**src/rtl/pwr_stop_pkg.sv**
```systemverilog
package pwr_stop_pkg;

   typedef enum logic [1:0] {
      PS_RUN  = 2'd0,
      PS_STOP = 2'd1,
      PS_STAB = 2'd2
   } pwr_state_e;

   localparam logic SEL_CMD = 1'b0;
   localparam logic SEL_PWR = 1'b1;

endpackage

```
**src/rtl/pwr_unlock_gate.sv**
```systemverilog
module pwr_unlock_gate #(
   parameter int unsigned DATA_W = 8,
   parameter int unsigned SEL_W  = 3,
   parameter logic [DATA_W-1:0] KEY = 'hA5
) (
   input  logic              clk,
   input  logic              rst_n,
   input  logic              wr_en,
   input  logic              wr_sel,
   input  logic [DATA_W-1:0] wr_data,
   input  logic              clkout_en,
   output logic              stop_req,
   output logic [SEL_W-1:0]  stab_sel,
   output logic              prot_err,
   output logic              clkout_err
);
   import pwr_stop_pkg::*;

   logic armed_q;
   logic pwr_wr;
   logic accept;
   logic reject;
   logic want_stop;

   assign pwr_wr    = wr_en && (wr_sel == SEL_PWR);
   assign accept    = pwr_wr && armed_q;
   assign reject    = pwr_wr && !armed_q;
   assign want_stop = wr_data[0];
   assign stop_req  = accept && want_stop && !clkout_en;

   // the key arms exactly one following write, whatever it is
   always_ff @(posedge clk or negedge rst_n) begin
      if (!rst_n) begin
         armed_q <= 1'b0;
      end else if (wr_en) begin
         armed_q <= (wr_sel == SEL_CMD) && (wr_data == KEY);
      end
   end

   always_ff @(posedge clk or negedge rst_n) begin
      if (!rst_n) begin
         stab_sel   <= '1;
         prot_err   <= 1'b0;
         clkout_err <= 1'b0;
      end else if (accept) begin
         stab_sel   <= wr_data[SEL_W:1];
         prot_err   <= 1'b0;
         clkout_err <= want_stop && clkout_en;
      end else if (reject) begin
         prot_err   <= 1'b1;
      end
   end

endmodule

```
**src/rtl/pwr_stab_timer.sv**
```systemverilog
module pwr_stab_timer #(
   parameter int unsigned STAB_BASE = 13,
   parameter int unsigned SEL_W     = 3,
   localparam int unsigned CNT_W    = STAB_BASE + (1 << SEL_W)
) (
   input  logic             clk,
   input  logic             rst_n,
   input  logic             load,
   input  logic [SEL_W-1:0] sel,
   output logic             done
);
   logic [CNT_W-1:0] cnt_q;
   logic [CNT_W-1:0] load_val;

   // interval length is 2^(STAB_BASE+sel); count runs from length-1 to 0
   assign load_val = (CNT_W'(1) << (CNT_W'(STAB_BASE) + CNT_W'(sel))) - CNT_W'(1);
   assign done     = (cnt_q == '0);

   always_ff @(posedge clk or negedge rst_n) begin
      if (!rst_n) begin
         cnt_q <= '0;
      end else if (load) begin
         cnt_q <= load_val;
      end else if (!done) begin
         cnt_q <= cnt_q - CNT_W'(1);
      end
   end

endmodule

```
**src/rtl/pwr_bus_park.sv**
```systemverilog
module pwr_bus_park #(
   parameter int unsigned AD_W      = 16,
   parameter int unsigned AHI_W     = 8,
   parameter int unsigned CTL_W     = 6,
   parameter bit          HOLD_LAST = 1'b1,
   parameter logic [CTL_W-1:0] CTL_IDLE = '0
) (
   input  logic             clk,
   input  logic             rst_n,
   input  logic             park,
   input  logic [AD_W-1:0]  core_ad_do,
   input  logic             core_ad_oe,
   input  logic [AHI_W-1:0] core_ahi,
   input  logic [CTL_W-1:0] core_ctl,
   input  logic             core_hldak,
   output logic [AD_W-1:0]  pad_ad_do,
   output logic             pad_ad_oe,
   output logic [AHI_W-1:0] pad_ahi,
   output logic [CTL_W-1:0] pad_ctl,
   output logic             pad_hldak
);
   assign pad_ad_do = core_ad_do;
   assign pad_ad_oe = core_ad_oe && !park;
   assign pad_hldak = core_hldak && !park;

   generate
      if (HOLD_LAST) begin : g_hold
         logic [AHI_W-1:0] ahi_q;
         logic [CTL_W-1:0] ctl_q;

         always_ff @(posedge clk or negedge rst_n) begin
            if (!rst_n) begin
               ahi_q <= '0;
               ctl_q <= CTL_IDLE;
            end else if (!park) begin
               ahi_q <= core_ahi;
               ctl_q <= core_ctl;
            end
         end

         assign pad_ahi = park ? ahi_q : core_ahi;
         assign pad_ctl = park ? ctl_q : core_ctl;
      end else begin : g_idle
         assign pad_ahi = park ? '0 : core_ahi;
         assign pad_ctl = park ? CTL_IDLE : core_ctl;
      end
   endgenerate

endmodule

```
**src/rtl/pwr_stop_ctrl.sv**
```systemverilog
module pwr_stop_ctrl #(
   parameter int unsigned DATA_W    = 8,
   parameter int unsigned SEL_W     = 3,
   parameter int unsigned STAB_BASE = 13,
   parameter int unsigned AD_W      = 16,
   parameter int unsigned AHI_W     = 8,
   parameter int unsigned CTL_W     = 6,
   parameter bit          HOLD_LAST = 1'b1,
   parameter logic [DATA_W-1:0] KEY = 'hA5
) (
   input  logic              clk,
   input  logic              rst_n,
   input  logic              wr_en,
   input  logic              wr_sel,
   input  logic [DATA_W-1:0] wr_data,
   input  logic              clkout_en,
   input  logic              ext_clk_sel,
   input  logic              wake_irq,
   input  logic [AD_W-1:0]   core_ad_do,
   input  logic              core_ad_oe,
   input  logic [AHI_W-1:0]  core_ahi,
   input  logic [CTL_W-1:0]  core_ctl,
   input  logic              core_hldak,
   output logic              cpu_clk_en,
   output logic              sys_clk_en,
   output logic              periph_clk_en,
   output logic              osc_en,
   output logic              retain,
   output logic              stop_active,
   output logic [1:0]        pwr_state,
   output logic              prot_err,
   output logic              clkout_err,
   output logic [AD_W-1:0]   pad_ad_do,
   output logic              pad_ad_oe,
   output logic [AHI_W-1:0]  pad_ahi,
   output logic [CTL_W-1:0]  pad_ctl,
   output logic              pad_hldak
);
   import pwr_stop_pkg::*;

   generate
      if (DATA_W < SEL_W + 1) begin : g_chk_data_w
         $error("pwr_stop_ctrl: DATA_W too narrow for stop bit plus select field");
      end
      if (STAB_BASE < 1) begin : g_chk_base
         $error("pwr_stop_ctrl: STAB_BASE must be at least 1");
      end
      if (SEL_W < 1 || SEL_W > 4) begin : g_chk_sel_w
         $error("pwr_stop_ctrl: SEL_W must be 1..4");
      end
   endgenerate

   pwr_state_e       state_q;
   logic             run;
   logic             wr_en_run;
   logic             stop_req;
   logic [SEL_W-1:0] stab_sel;
   logic             stab_load;
   logic             stab_done;

   assign run       = (state_q == PS_RUN);
   assign wr_en_run = wr_en && run;
   assign stab_load = (state_q == PS_STOP) && wake_irq && !ext_clk_sel;

   pwr_unlock_gate #(
      .DATA_W (DATA_W),
      .SEL_W  (SEL_W),
      .KEY    (KEY)
   ) u_unlock (
      .clk        (clk),
      .rst_n      (rst_n),
      .wr_en      (wr_en_run),
      .wr_sel     (wr_sel),
      .wr_data    (wr_data),
      .clkout_en  (clkout_en),
      .stop_req   (stop_req),
      .stab_sel   (stab_sel),
      .prot_err   (prot_err),
      .clkout_err (clkout_err)
   );

   pwr_stab_timer #(
      .STAB_BASE (STAB_BASE),
      .SEL_W     (SEL_W)
   ) u_timer (
      .clk   (clk),
      .rst_n (rst_n),
      .load  (stab_load),
      .sel   (stab_sel),
      .done  (stab_done)
   );

   always_ff @(posedge clk or negedge rst_n) begin
      if (!rst_n) begin
         state_q <= PS_RUN;
      end else begin
         unique case (state_q)
            PS_RUN:  if (stop_req)  state_q <= PS_STOP;
            PS_STOP: if (wake_irq)  state_q <= ext_clk_sel ? PS_RUN : PS_STAB;
            PS_STAB: if (stab_done) state_q <= PS_RUN;
            default:                state_q <= PS_RUN;
         endcase
      end
   end

   assign cpu_clk_en    = run;
   assign sys_clk_en    = run;
   assign periph_clk_en = run;
   assign osc_en        = (state_q != PS_STOP);
   assign retain        = !run;
   assign stop_active   = (state_q == PS_STOP);
   assign pwr_state     = state_q;

   pwr_bus_park #(
      .AD_W      (AD_W),
      .AHI_W     (AHI_W),
      .CTL_W     (CTL_W),
      .HOLD_LAST (HOLD_LAST)
   ) u_park (
      .clk        (clk),
      .rst_n      (rst_n),
      .park       (!run),
      .core_ad_do (core_ad_do),
      .core_ad_oe (core_ad_oe),
      .core_ahi   (core_ahi),
      .core_ctl   (core_ctl),
      .core_hldak (core_hldak),
      .pad_ad_do  (pad_ad_do),
      .pad_ad_oe  (pad_ad_oe),
      .pad_ahi    (pad_ahi),
      .pad_ctl    (pad_ctl),
      .pad_hldak  (pad_hldak)
   );

endmodule

```
**config.mk**
```make
export PLATFORM = sky130hd
export DESIGN_NAME = pwr_stop_ctrl
export DESIGN_NICKNAME = d
export VERILOG_FILES = /design/src/rtl/pwr_stop_pkg.sv /design/src/rtl/pwr_unlock_gate.sv /design/src/rtl/pwr_stab_timer.sv /design/src/rtl/pwr_bus_park.sv /design/src/rtl/pwr_stop_ctrl.sv
export SDC_FILE = /design/constraint.sdc
export NUM_CORES = 1
export LEC_CHECK = 0
export BUFFER_PORTS_ARGS = -buffer_cell sky130_fd_sc_hd__buf_2
export CAP_MARGIN = 20
export CORE_MARGIN = 3
export CORE_UTILIZATION = 45
export DETAILED_ROUTE_END_ITERATION = 16
export GPL_ROUTABILITY_DRIVEN = 0
export GPL_TIMING_DRIVEN = 0
export HOLD_SLACK_MARGIN = 0.15
export PLACE_DENSITY = 0.74
export SETUP_SLACK_MARGIN = 0.2
export SYNTH_ARGS = -nofsm -noshare
export SYNTH_HDL_FRONTEND = slang
export SYNTH_SLANG_ARGS = --single-unit
```
**constraint.sdc**
```tcl
create_clock -name clk -period 4.6 [get_ports clk]
set_input_delay 0.46 -clock clk [delete_from_list [all_inputs] [get_ports clk]]
set_output_delay 0.46 -clock clk [all_outputs]
set_load 0.005 [all_outputs]
```
# After elaboration in Yosys (flattened, before gate mapping)
# Index checks and enable logic that the tools add are counted.
# word_totals
register_bits,43
input_bits,47
output_inout_bits,42
wordCells,52
# classes
n_addsub,3
n_eq_ne,8
shifts,1
n_mux,11
bitwise_logic,1
reduce_logical,20
# op_table
operator,count
$mux 21,2
$logic_not 21->1,1
$shl 1x21->21 const A,1
$sub 21x1->21 const B,1
$sub 21x2->21 const B,1
$logic_and 1x1->1,12
$eq 8x8->1 const B,1
$mux 2,4
$mux 8,1
$mux 6,1
$ne 2x2->1 const B,3
$pmux 2 s3,1
$add 4x3->5 const A,1
$logic_not 1->1,4
$ne 2x1->1 const B,2
$reduce_and 3->1,1
$eq 2x1->1 const B,1
$eq 2x2->1 const B,1
$logic_not 2->1,1
$mux 1,2
$reduce_bool 2->1,1
$not 1->1,1

# Depth between registers and ports, before layout
# logic_depth
ltp_word,8
ltp_mapped,14

# Hierarchy
# A second synthesis with hierarchy kept.
# unflattened
hier_cells,288
area_unflattened_um2,2776.4
# by_module_without_submodules
mod,instances,cells_each,area_each_um2,seq_area_each_um2
pwr_stab_timer,1,203,1632.8,525.5
pwr_bus_park,1,48,706.9,350.3
pwr_unlock_gate,1,22,301.5,153.9
pwr_stop_ctrl,1,15,135.1,50.0

# Worst setup path before layout
# OpenSTA, ideal clock, no wires.
# synth_timing
path_kind,flip-flop to flip-flop
start,register u_unlock.stab_sel[0]
end,register u_timer.cnt_q[14]
setup_time_ns,0.135
arrival_time_ns,3.222
required_time_ns,4.465
setup_slack_ns,1.243
path_stages_with_launch,14
path_buffers,4
cell_sequence,dfstp_2 -> and2_1 -> clkbuf_1 -> clkinv_1 -> ha_1 -> clkbuf_1 -> nand2_1 -> or4_1 -> ha_1 -> clkbuf_1 -> clkbuf_1 -> a22o_1 -> a22oi_1 -> o22ai_1
# synth_between
elab_chain_len,4
# synth_rtl
element,line_no,rtl
from (decl),pwr_unlock_gate.sv:13,"output logic [SEL_W-1:0] stab_sel,"
from (signal assigned),pwr_unlock_gate.sv:46,stab_sel <= wr_data[SEL_W:1];
$add 4x3->5,pwr_stab_timer.sv:16,assign load_val = (CNT_W'(1) << (CNT_W'(STAB_BASE) + CNT_W'(sel))) - CNT_W'(1);
$shl 1x21->21,pwr_stab_timer.sv:16,
$sub 21x2->21,pwr_stab_timer.sv:16,
$mux 21,pwr_stab_timer.sv:22,end else if (load) begin
to (signal assigned),pwr_stab_timer.sv:23,cnt_q <= load_val;
to (signal assigned),pwr_stab_timer.sv:25,cnt_q <= cnt_q - CNT_W'(1);
to (decl),pwr_stab_timer.sv:12,logic [CNT_W-1:0] cnt_q;
# Every way passes these cells.
# A chain may end at the register's enable or synchronous reset.

# Worst setup path after layout
# Ends and elaborated chain as after synthesis.

==> results_dict.tcl <==
set metrics [dict create \
    status "complete, no violations" \
    via_count 2351 \
    mostFrequentLayoutCell "buf_2" \
    crit_arrival_ns 4.27 \
    cts_resized 0 \
    clkPwrFrac_pct 32.9 \
    postCtsSetupBuffers 0 \
    dr.pass1.iters 4 \
    fin_crit_sh_pct 89.03 \
    layout_common_cells "buf_2 (73), dfrtp_1 (40), nor2_1 (19), nand2_1 (19), buf_4 (18)" \
    postRouteAntennaNets 0 \
    drv_cap 0 \
    powerDensity_mw_per_mm2 340.6 \
    final.min_clock_period_ns 4.095 \
    critPathSlowestCell "dfstp_2" \
    synth_ff_type "dfrtp_1" \
    max-slew-margin-rel_pct 36.05 \
    drt-total-wl_mm 6.579 \
    area_delta_synth_final_pct 22.42 \
    grt-ovfl-total 0 \
    tightest_slew_ns 0.9593 \
    cp.required_ns 4.77 \
    via_per_inst 5.480 \
    syn_area_per_cell_um2 9.565 \
    leakage_nw 1.524 \
    wl_per_cell_um 15.34 \
    grt.total_usage_pct 20.04 \
    postLayoutCellArea_mm2 0.003232 \
    grt_pass1_wl_mm 10.47 \
    ys_ff_latch 43 \
    postCtsHoldBufs 0 \
    die_height_um 82.60 \
    fmax_mhz 244.2 \
    syn_inst 276 \
    setup_tns_ns 0 \
    clkSinkCount 43 \
    rows 27 \
    setup_viol 0 \
    seq_area_mm2 0.001080 \
    yosysSeqAreaShare_pct 40.90 \
    fp.dieW_um 82.60 \
    dp_hpwl_mm 4.816 \
    cts_buffers 5 \
    synth_area_mm2 0.002640 \
    path_cells "and2_1, clkbuf_1, clkinv_1, ha_1, clkbuf_1, buf_1, nand3_1, ha_1, clkbuf_1, clkbuf_1, a22o_1, a22oi_1, o22ai_1" \
    grt_max_degree 44 \
    p_seq_share_pct 46.3 \
    placed_area_mm2 0.003090 \
    pwr-share-comb_pct 20.9 \
    hold_class "in -> async" \
    finalHoldViolCount 0 \
    sw_frac_of_total_pct 29.79 \
    cts_tree "yes" \
    endpoint_kind "register" \
    rsz0062_at_grt "no" \
    drv_slew 0 \
    root_buffer "clkbuf_8" \
    synth_edf_count 0 \
    antenna_found_initial 0 \
    n_fill_cell 532 \
    cp-start-kind "register" \
    drive_above_1_share_pct 35.01 \
    async_flop_share_pct 100.0 \
    syn_nets 326 \
    synth_cell_types 52 \
    antennaDiodeCount 0 \
    floorplan.die_area_mm2 0.006822 \
    io_pins 89 \
    initial_core_util_pct 47.08 \
    max_stage_delay_ns 0.56 \
    cts_buffer_depth 2 \
    grt_pass1_vias 2245 \
    clk_pin_slew_ns 0.09 \
    multi_input_area_mm2 0.001335 \
    core-area_mm2 0.005608 \
    crit_path_max_fanout 10 \
    total_power_w 0.001101 \
    skew_ns 0.01135 \
    cts-htree-levels 2 \
    ir_worst_vdd_v 0.0001876 \
    crit_type "reg -> reg" \
    port_buffers 72 \
    crit_top_cell "clkbuf_1" \
    yosysWarnings 0 \
    drt_iter0_drc 262 \
    power.internal_w 0.0007729 \
    switchingPower_w 0.0003280 \
    drc_errors 0 \
    final_nets 406 \
    insertion_delay_ns 0.30 \
]
==> worst max-delay path: cells and delay by family, from the launching register on <==
family,cells,cell delay (ns)
buffers and inverters,6,1.84
AOI/OAI and AO/OA,3,0.64
adders and majority gates,2,0.58
DFF,1,0.56
and+or+nand+nor,2,0.33
==> Yosys cell counts, types with 4 or more instances <==
library cell | count | area, um^2
inv_1 | 7 | 26.28
buf_1 | 4 | 15.01
a21oi_1 | 13 | 65.06
buf_4 | 18 | 135.1
nor2_1 | 19 | 71.32
clkbuf_1 | 11 | 41.29
o21ai_0 | 11 | 55.05
mux2_2 | 17 | 191.4
o22ai_1 | 7 | 43.79
dfrtp_1 | 40 | 1001
nor3_1 | 8 | 40.04
nand2_1 | 19 | 71.32
or4_1 | 4 | 30.03
nand3_1 | 11 | 55.05
xnor2_1 | 11 | 96.34
xor2_1 | 11 | 96.34
and2_1 | 4 | 25.02
==> power groups by stage <==
stage	clock (W)	combinational, W	sequential (W)
floorplan	0	0.000172	0.000501
global placement	0	0.000216	0.000511
detailed placement	0	0.000227	0.000517
CTS	0.000366	0.000232	0.000509
global route	0.000381	0.000258	0.000518
finish	0.000362	0.000230	0.000509
==> metal layers <==
metal	up-vias	track usage, %	wire, um
li1	1127	-	-
met1	1099	26.58	2849
met2	113	32.61	3068
met3	12	5.315	578
met4	0	4.902	83
met5	-	0	0
==> cell type report <==
cell class              instances  area share, %
multi-input cells             191          41.31
flip-flops and latches         43          33.41
repair buffers                 73          11.30
plain buffers                  33          5.923
well taps                      72          2.787
clock buffers                   5          2.129
clock inverters                 3          2.091
inverters                       9          1.045
==> path summary, 6_finish.rpt <==
kind	from	end	slack (ns)	depth (start not counted)
min reg2reg	u_park.g_hold.ahi_q[0]$_DFF_PN0_	u_park.g_hold.ahi_q[0]$_DFF_PN0_	0.50	1
max reg2reg	u_unlock.stab_sel[0]$_DFFE_PN1P_	u_timer.cnt_q[14]$_DFFE_PN0P_	0.50	13
max in group asynchronous	rst_n	pwr_state[1]$_DFFE_PN0P_	3.71	1
min	rst_n	u_timer.cnt_q[16]$_DFFE_PN0P_	0.30	1
max	u_unlock.stab_sel[0]$_DFFE_PN1P_	u_timer.cnt_q[14]$_DFFE_PN0P_	0.50	13
min in group clk	core_ahi[0]	u_park.g_hold.ahi_q[0]$_DFF_PN0_	0.40	2
==> state kept, by name (all words and copies together), names as in the netlist <==
name / count
u_unlock.stab_sel: 3
u_unlock.prot_err: 1
u_timer.cnt_q: 21
pwr_state: 2
u_park.g_hold.ahi_q: 8
u_unlock.clkout_err: 1
u_park.g_hold.ctl_q: 6
u_unlock.armed_q: 1
==> cells by family (layout without fill, tap and decap cells) <==
family | after synthesis | in the layout | share of synthesized area (%)
AND/OR/NAND/NOR | 93 | 93 | 20.71
AO/OA/AOI/OAI | 54 | 54 | 13.13
flip-flops | 43 | 43 | 40.90
adder cells (fa/ha/maj) | 3 | 3 | 1.422
XOR/XNOR | 22 | 22 | 7.298
multiplexers | 19 | 19 | 8.009
buffers and inverters | 42 | 123 | 8.531
==> metrics by stage <==
stage	utilization, %	hold WS [ns]	setup WS (ns)	instances
global placement	55.11	0.4655	0.7073	420
CTS	57.54	0.3348	0.6188	428
floorplan	-	0.1644	1.243	276
finish	57.63	0.2965	0.5046	429
detailed placement	55.11	0.4840	0.6480	420
global route	57.63	0.3836	0.2639	429
(Power assumes the default switching activity.)
